`src/rtl/hzd_pkg.sv`:
```
// Package: shared widths and counts for the stall-only interlock.
// Assumes a register file addressed by REG_ADDR_W bits, where name 0 is constant.
package hzd_pkg;
    localparam int REG_ADDR_W = 5;
    localparam int NUM_SRC    = 2;   // source operands per decoded instruction
    localparam int NUM_PROD   = 2;   // producer stages checked: execute, memory
    typedef logic [REG_ADDR_W-1:0] reg_name_t;
endpackage

```
`src/rtl/hzd_src_cmp.sv`:
```
// Module: compares one source name against one producer destination.
// Assumes name 0 is a constant register that never needs interlock.
module hzd_src_cmp
    import hzd_pkg::*;
(
    input  reg_name_t src,
    input  reg_name_t dst,
    input  logic      wr,
    output logic      hit
);
    localparam reg_name_t ZERO_NAME = '0;

    // Hit only for a real, writing producer of a nonzero name.
    always_comb begin
        hit = wr && (dst != ZERO_NAME) && (dst == src);
    end

    // Guard the zero-name and write-flag rules next to the comparator.
    always_comb begin
        if (src == ZERO_NAME) begin
            assert_zero_name_quiet_R4: assert (!hit)
                else $error("R4: register 0 produced a hit");
        end
        if (!wr) begin
            assert_nowrite_ignored_R5: assert (!hit)
                else $error("R5: non-writing producer produced a hit");
        end
    end
endmodule

```
`src/rtl/hzd_stage_probe.sv`:
```
// Module: checks every source operand against one producer stage.
// Assumes the sources arrive as a packed array, one name per operand.
module hzd_stage_probe
    import hzd_pkg::*;
#(
    parameter int NSRC = NUM_SRC
) (
    input  reg_name_t [NSRC-1:0] srcs,
    input  reg_name_t            dst,
    input  logic                 wr,
    output logic                 stage_hit
);
    logic [NSRC-1:0] per_src;

    // One comparator per source operand.
    for (genvar s = 0; s < NSRC; s++) begin : g_src
        hzd_src_cmp u_cmp (
            .src (srcs[s]),
            .dst (dst),
            .wr  (wr),
            .hit (per_src[s])
        );
    end

    // Any operand hit makes this stage a hazard.
    always_comb begin
        stage_hit = |per_src;
    end

    // Any single operand hit must reach the stage output.
    always_comb begin
        if (per_src != '0) begin
            assert_any_operand_hits_R6: assert (stage_hit)
                else $error("R6: operand hit lost in stage reduction");
        end
    end
endmodule

```
`src/rtl/hzd_stall_gen.sv`:
```
// Module: turns per-stage hazard flags into hold and bubble controls.
// Assumes the stage flags are combinational for the current decode cycle.
module hzd_stall_gen
    import hzd_pkg::*;
#(
    parameter int NPROD = NUM_PROD
) (
    input  logic [NPROD-1:0] stage_hits,
    output logic             pc_we,
    output logic             ifid_we,
    output logic             bubble
);
    logic stall;

    // A hazard in any producer stage stalls decode.
    always_comb begin
        stall = |stage_hits;
    end

    // Hold fetch and decode, and zero control lines downstream, while stalled.
    always_comb begin
        pc_we   = !stall;
        ifid_we = !stall;
        bubble  = stall;
    end
endmodule

```
`src/rtl/raw_stall_unit.sv`:
```
// Module: top of the stall-only read-after-write interlock.
// Assumes there is no bypass network and that the register file writes
// before it reads within one cycle, so write-back is never compared.
module raw_stall_unit
    import hzd_pkg::*;
(
    input  logic [REG_ADDR_W-1:0] id_src_a,
    input  logic [REG_ADDR_W-1:0] id_src_b,
    input  logic [REG_ADDR_W-1:0] ex_dst,
    input  logic                  ex_wr,
    input  logic [REG_ADDR_W-1:0] mem_dst,
    input  logic                  mem_wr,
    output logic                  pc_we,
    output logic                  ifid_we,
    output logic                  bubble
);
    localparam int P_EX  = 0;
    localparam int P_MEM = 1;

    reg_name_t [NUM_SRC-1:0]  srcs;
    reg_name_t [NUM_PROD-1:0] dsts;
    logic      [NUM_PROD-1:0] wrs;
    logic      [NUM_PROD-1:0] stage_hits;

    // Gather operands and producers into indexed arrays.
    always_comb begin
        srcs[0]     = id_src_a;
        srcs[1]     = id_src_b;
        dsts[P_EX]  = ex_dst;
        dsts[P_MEM] = mem_dst;
        wrs[P_EX]   = ex_wr;
        wrs[P_MEM]  = mem_wr;
    end

    // One probe per producer stage.
    for (genvar p = 0; p < NUM_PROD; p++) begin : g_stage
        hzd_stage_probe #(.NSRC(NUM_SRC)) u_probe (
            .srcs      (srcs),
            .dst       (dsts[p]),
            .wr        (wrs[p]),
            .stage_hit (stage_hits[p])
        );
    end

    hzd_stall_gen #(.NPROD(NUM_PROD)) u_gen (
        .stage_hits (stage_hits),
        .pc_we      (pc_we),
        .ifid_we    (ifid_we),
        .bubble     (bubble)
    );

    // Port-level checks of the stall decision.
    always_comb begin
        assert_hold_lines_agree_R7: assert ((pc_we == ifid_we) && (pc_we == !bubble))
            else $error("R7: hold and bubble controls disagree");
        if (ex_wr && ex_dst != '0 && (ex_dst == id_src_a || ex_dst == id_src_b)) begin
            assert_ex_match_stalls_R1: assert (bubble)
                else $error("R1: execute-stage match did not stall");
        end
        if (mem_wr && mem_dst != '0 && (mem_dst == id_src_a || mem_dst == id_src_b)) begin
            assert_mem_match_stalls_R2: assert (bubble)
                else $error("R2: memory-stage match did not stall");
        end
        if (ex_dst != id_src_a && ex_dst != id_src_b &&
            mem_dst != id_src_a && mem_dst != id_src_b) begin
            assert_no_match_no_stall_R3: assert (!bubble)
                else $error("R3: stall without any name match");
        end
    end
endmodule

```
`config.mk`:
```
export PLATFORM = sky130hd
export DESIGN_NAME = raw_stall_unit
export DESIGN_NICKNAME = d
export VERILOG_FILES = /design/src/rtl/hzd_pkg.sv /design/src/rtl/hzd_src_cmp.sv /design/src/rtl/hzd_stage_probe.sv /design/src/rtl/hzd_stall_gen.sv /design/src/rtl/raw_stall_unit.sv
export SDC_FILE = /design/constraint.sdc
export NUM_CORES = 1
export LEC_CHECK = 0
export BUFFER_PORTS_ARGS = -buffer_cell sky130_fd_sc_hd__buf_2
export CAP_MARGIN = 20
export CORE_AREA = 2 2 39 41
export DETAILED_ROUTE_END_ITERATION = 10
export DIE_AREA = 0 0 41 43
export PLACE_DENSITY = 0.54
export SLEW_MARGIN = 20
export SYNTH_ARGS = -nofsm -noshare
export SYNTH_HDL_FRONTEND = slang
export SYNTH_SLANG_ARGS = --single-unit
```
`constraint.sdc`:
```
create_clock -name vclk -period 3.05
set_clock_uncertainty 0.1 [all_clocks]
set_input_delay 0.1525 -clock vclk [all_inputs]
set_output_delay 0.1525 -clock vclk [all_outputs]
set_load 0.005 [all_outputs]
```
* Yosys cells after proc, flatten, opt, wreduce, memory -nomap -nowiden *
Cells that the tools add are included.

operators by class
  reductions and logical operators = 10
  eq/ne operators = 4

operators by type and width
  cell               count
  $eq 5x5->1         4
  $reduce_bool 5->1  2
  $logic_and 1x1->1  6
  $reduce_or 4->1    1
  $logic_not 1->1    1

word-level totals
  bits of input ports = 22
  flip-flop bits (word level) = 0

* Logic depth before layout (Yosys ltp) *
  word-level depth = 5
  gate-level depth with buffers = 5
  mapped depth without buffers = 4

* Modules after synthesis *
A second synthesis with hierarchy kept.

second synthesis, totals
  cell total of the unflattened synthesis = 45
  area total of the unflattened synthesis = 335.3 um2

modules (own cells, without submodules)
  module           sequential area each (um2)  instances  cells each  area each (um2)
  hzd_src_cmp      0.0                         4          10          76.3
  hzd_stall_gen    0.0                         1          3           17.5
  hzd_stage_probe  0.0                         2          1           6.3

* Worst setup path before layout *
No wires, ideal clock.

  path type = in2out
  start = in mem_dst[0]
  end = out pc_we
  cell stages on the path = 4
  required time = 2.797 ns
  setup slack = 1.702 ns
  arrival time = 1.095 ns
  cell sequence = or4_1 -> o21ai_1 -> o22a_1 -> buf_4

between the ends
  cells in the longest elaborated chain, start to end = 5
  elaborated cells on any way between the ends = 8

ends and longest elaborated chain
  element                         line                  RTL
  from (decl)                     raw_stall_unit.sv:11  input logic [REG_ADDR_W-1:0] mem_dst,
  $reduce_bool 5->1               hzd_src_cmp.sv:15     hit = wr && (dst != ZERO_NAME) && (dst == src);
  $logic_and 1x1->1 (2 in a row)  hzd_src_cmp.sv:15
  $reduce_or 4->1 (*)             hzd_stall_gen.sv:17   stall = |stage_hits;
  $logic_not 1->1 (*)             -
  to (decl)                       raw_stall_unit.sv:13  output logic pc_we,

Every way passes the cells marked *; elsewhere a longest branch is shown, timed or not.

* Final worst setup path *
  start = in mem_dst[0]
  end = out ifid_we

between the ends
  cells in the longest elaborated chain, start to end = 5
  elaborated cells on any way between the ends = 8

ends and longest elaborated chain
  element                         line                  RTL
  $reduce_bool 5->1               hzd_src_cmp.sv:15
  $logic_and 1x1->1 (2 in a row)  hzd_src_cmp.sv:15
  $reduce_or 4->1 (*)             hzd_stall_gen.sv:17
  $logic_not 1->1 (*)             hzd_stall_gen.sv:23   ifid_we = !stall;
  to (decl)                       raw_stall_unit.sv:14  output logic ifid_we,

Marks and branches as above.

==> impl_metrics.toml <==
[timing]
slew_headroom = 0.846
finalHoldViolCount = 0
min_period_ns = 1.52
finalCritPeriodShare = 0.498
final_max_slew_viol_count = 0
max_freq_mhz = 658
setup-tns-final_ns = 0
tightestPinTransition_ns = 0.231
rsz0062_at_grt = "false"
setup_viol = 0

[place]
io_buffers = 25
place_inst = 77
place.gp.congestion = 0.778
dp_hpwl_um = 717

[critical_path]
crit_buf_inv = 2
slowest_delay_ns = 0.52
crit_path_start = "mem_dst[0]"
critPathMaxFanout = 3
path_delay_family = "simple AND/OR/NAND/NOR gates"
crit_required_ns = 2.80
cp-start-kind = "primary input"
worstPathArrival_ns = 1.27
cp_slowest_cell = "or4_1"
end_kind = "output port"
cp_common_cell = "buf_2"
critical_path_class = "primary input to output port"
crit_chain = "buf_2, or4_1, o21ai_1, o22a_1, buf_2"

[clock_tree]
cts_resized = 0
cts_setup_buffers = 0
ctsHoldBuffers = 0

[global_routing]
grt.overflow.total = 0
grt_pass1_wl_um = 1240
grt_util_all_layers = 0.0949
antenna_found_initial = 0
grt_start_max_net_pins = 4
grt_pass1_vias = 325

[floorplanning]
initial_core_util = 0.197
die_w_um = 41
rows = 14
ioPinCount = 25
die_h_um = 43
die-area_sq_um = 1760
core_sq_um = 1380

[drt]
wl_met3_um = 48
routedWlPerCell_um = 10.2
drc = 0
ant_nets = 0
drt-total-wl_um = 782
drtPass1Iterations = 4
viasPerCell = 4.39
vias = 338
drt-met1-wl_um = 347
initialDrtViolationCount = 1
met2_wirelength_um = 386
top_layer = "met3"

[layout]
nNetsFinal = 85
seq_area_sq_um = 0
antenna_cells = 0
seq_cells = 0
fin_cells = 77
area_growth_syn_to_layout_pct = 50.5
drive_gt1_frac = 0.410
n_clock_buffer = 0

[min_path]
hold_depth = 4
min_from = "ex_wr"
hold_path_end = "bubble"
min_path_type = "primary input to output port"

[run]
cap_violations = 0

[pwr]
ir_drop_uv = 31.2
cellLeakagePower_nw = 0.202
pwr_density_cell_nw_per_um2 = 133

[synth]
ys_warn_count = 0
syn_nets = 59
syn_area_sq_um = 273
syn_inst = 37
synth_area_per_cell_sq_um = 7.37
synth_top_area_share = 0.642
yosys-top-cells-area = "xor2_1 64%, nor3_1 7.3%, a22oi_1 5.5%, nor2_1 5.5%, or4_1 5.5%"
synth_top_area_cell = "xor2_1"
seq_area_frac_synth = 0
yosysUniqueCellTypes = 9

[run_status]
outcome = "finished, final reports clean"
-- stage by stage --
stage | total power [W] | hold slack, ns | utilization | cell area [sq um] | setup WS, ns
floorplan | 0.0000271 | 0.363 | - | 273 | 1.70
global placement | 0.0000551 | 0.576 | 0.297 | 410 | 1.55
detailed placement | 0.0000550 | 0.577 | 0.297 | 410 | 1.54
CTS | 0.0000554 | 0.579 | 0.297 | 410 | 1.54
global route | 0.0000622 | 0.610 | 0.297 | 410 | 1.47
finish | 0.0000544 | 0.579 | 0.297 | 410 | 1.53
-- cells in the mapped netlist, drive strengths merged --
library cell / count
a22oi: 2
buf: 1
nor2: 4
nor3: 4
o21ai: 2
o22a: 1
o22ai: 1
or4: 2
xor2: 20
-- cell usage in the layout, fill, tap and decap left out --
| master | count |
|---|---|
| o21ai_1 | 2 |
| a22oi_1 | 2 |
| buf_2 | 25 |
| or4_1 | 2 |
| xor2_1 | 20 |
| o22ai_1 | 1 |
| o22a_1 | 1 |
| nor3_1 | 4 |
| nor2_1 | 4 |
-- area by class of cell --
| cell class | instances | area (sq um) |
|---|---|---|
| multi-input cells | 36 | 265 |
| well taps | 16 | 20.0 |
| repair buffers | 25 | 125 |
| fillers | 171 | 973 |
-- kinds of logic (layout without fill, tap and decap cells) --
kind of cell              after synthesis  in the layout  synth area share
AOI/OAI and AO/OA                       6              6             0.147
buffers and inverters                   1             25            0.0275
xor gates and xnor gates               20             20             0.642
and+or+nand+nor                        10             10             0.183
-- how the worst max path moves through the flow --
stage	to	slack (ns)	depth (start not counted)
finish	ifid_we	1.53	5
global route	ifid_we	1.47	5
CTS	ifid_we	1.54	5
detailed placement	ifid_we	1.54	5
global placement	pc_we	1.55	5
floorplan	pc_we	1.70	4
-- layer usage --
| layer | track usage | vias up |
|---|---|---|
| met5 | 0 | - |
| li1 | - | 177 |
| met2 | 0.169 | 15 |
| met4 | 0 | 0 |
| met3 | 0 | 0 |
| met1 | 0.130 | 146 |
-- power breakdown --
group | internal, W | total, W | leakage, nW | switching [W]
Combinational | 0.0000276 | 0.0000544 | 0.202 | 0.0000268
Sequential | 0 | 0 | 0 | 0
Clock | 0 | 0 | 0 | 0
(Power assumes the default switching activity.)
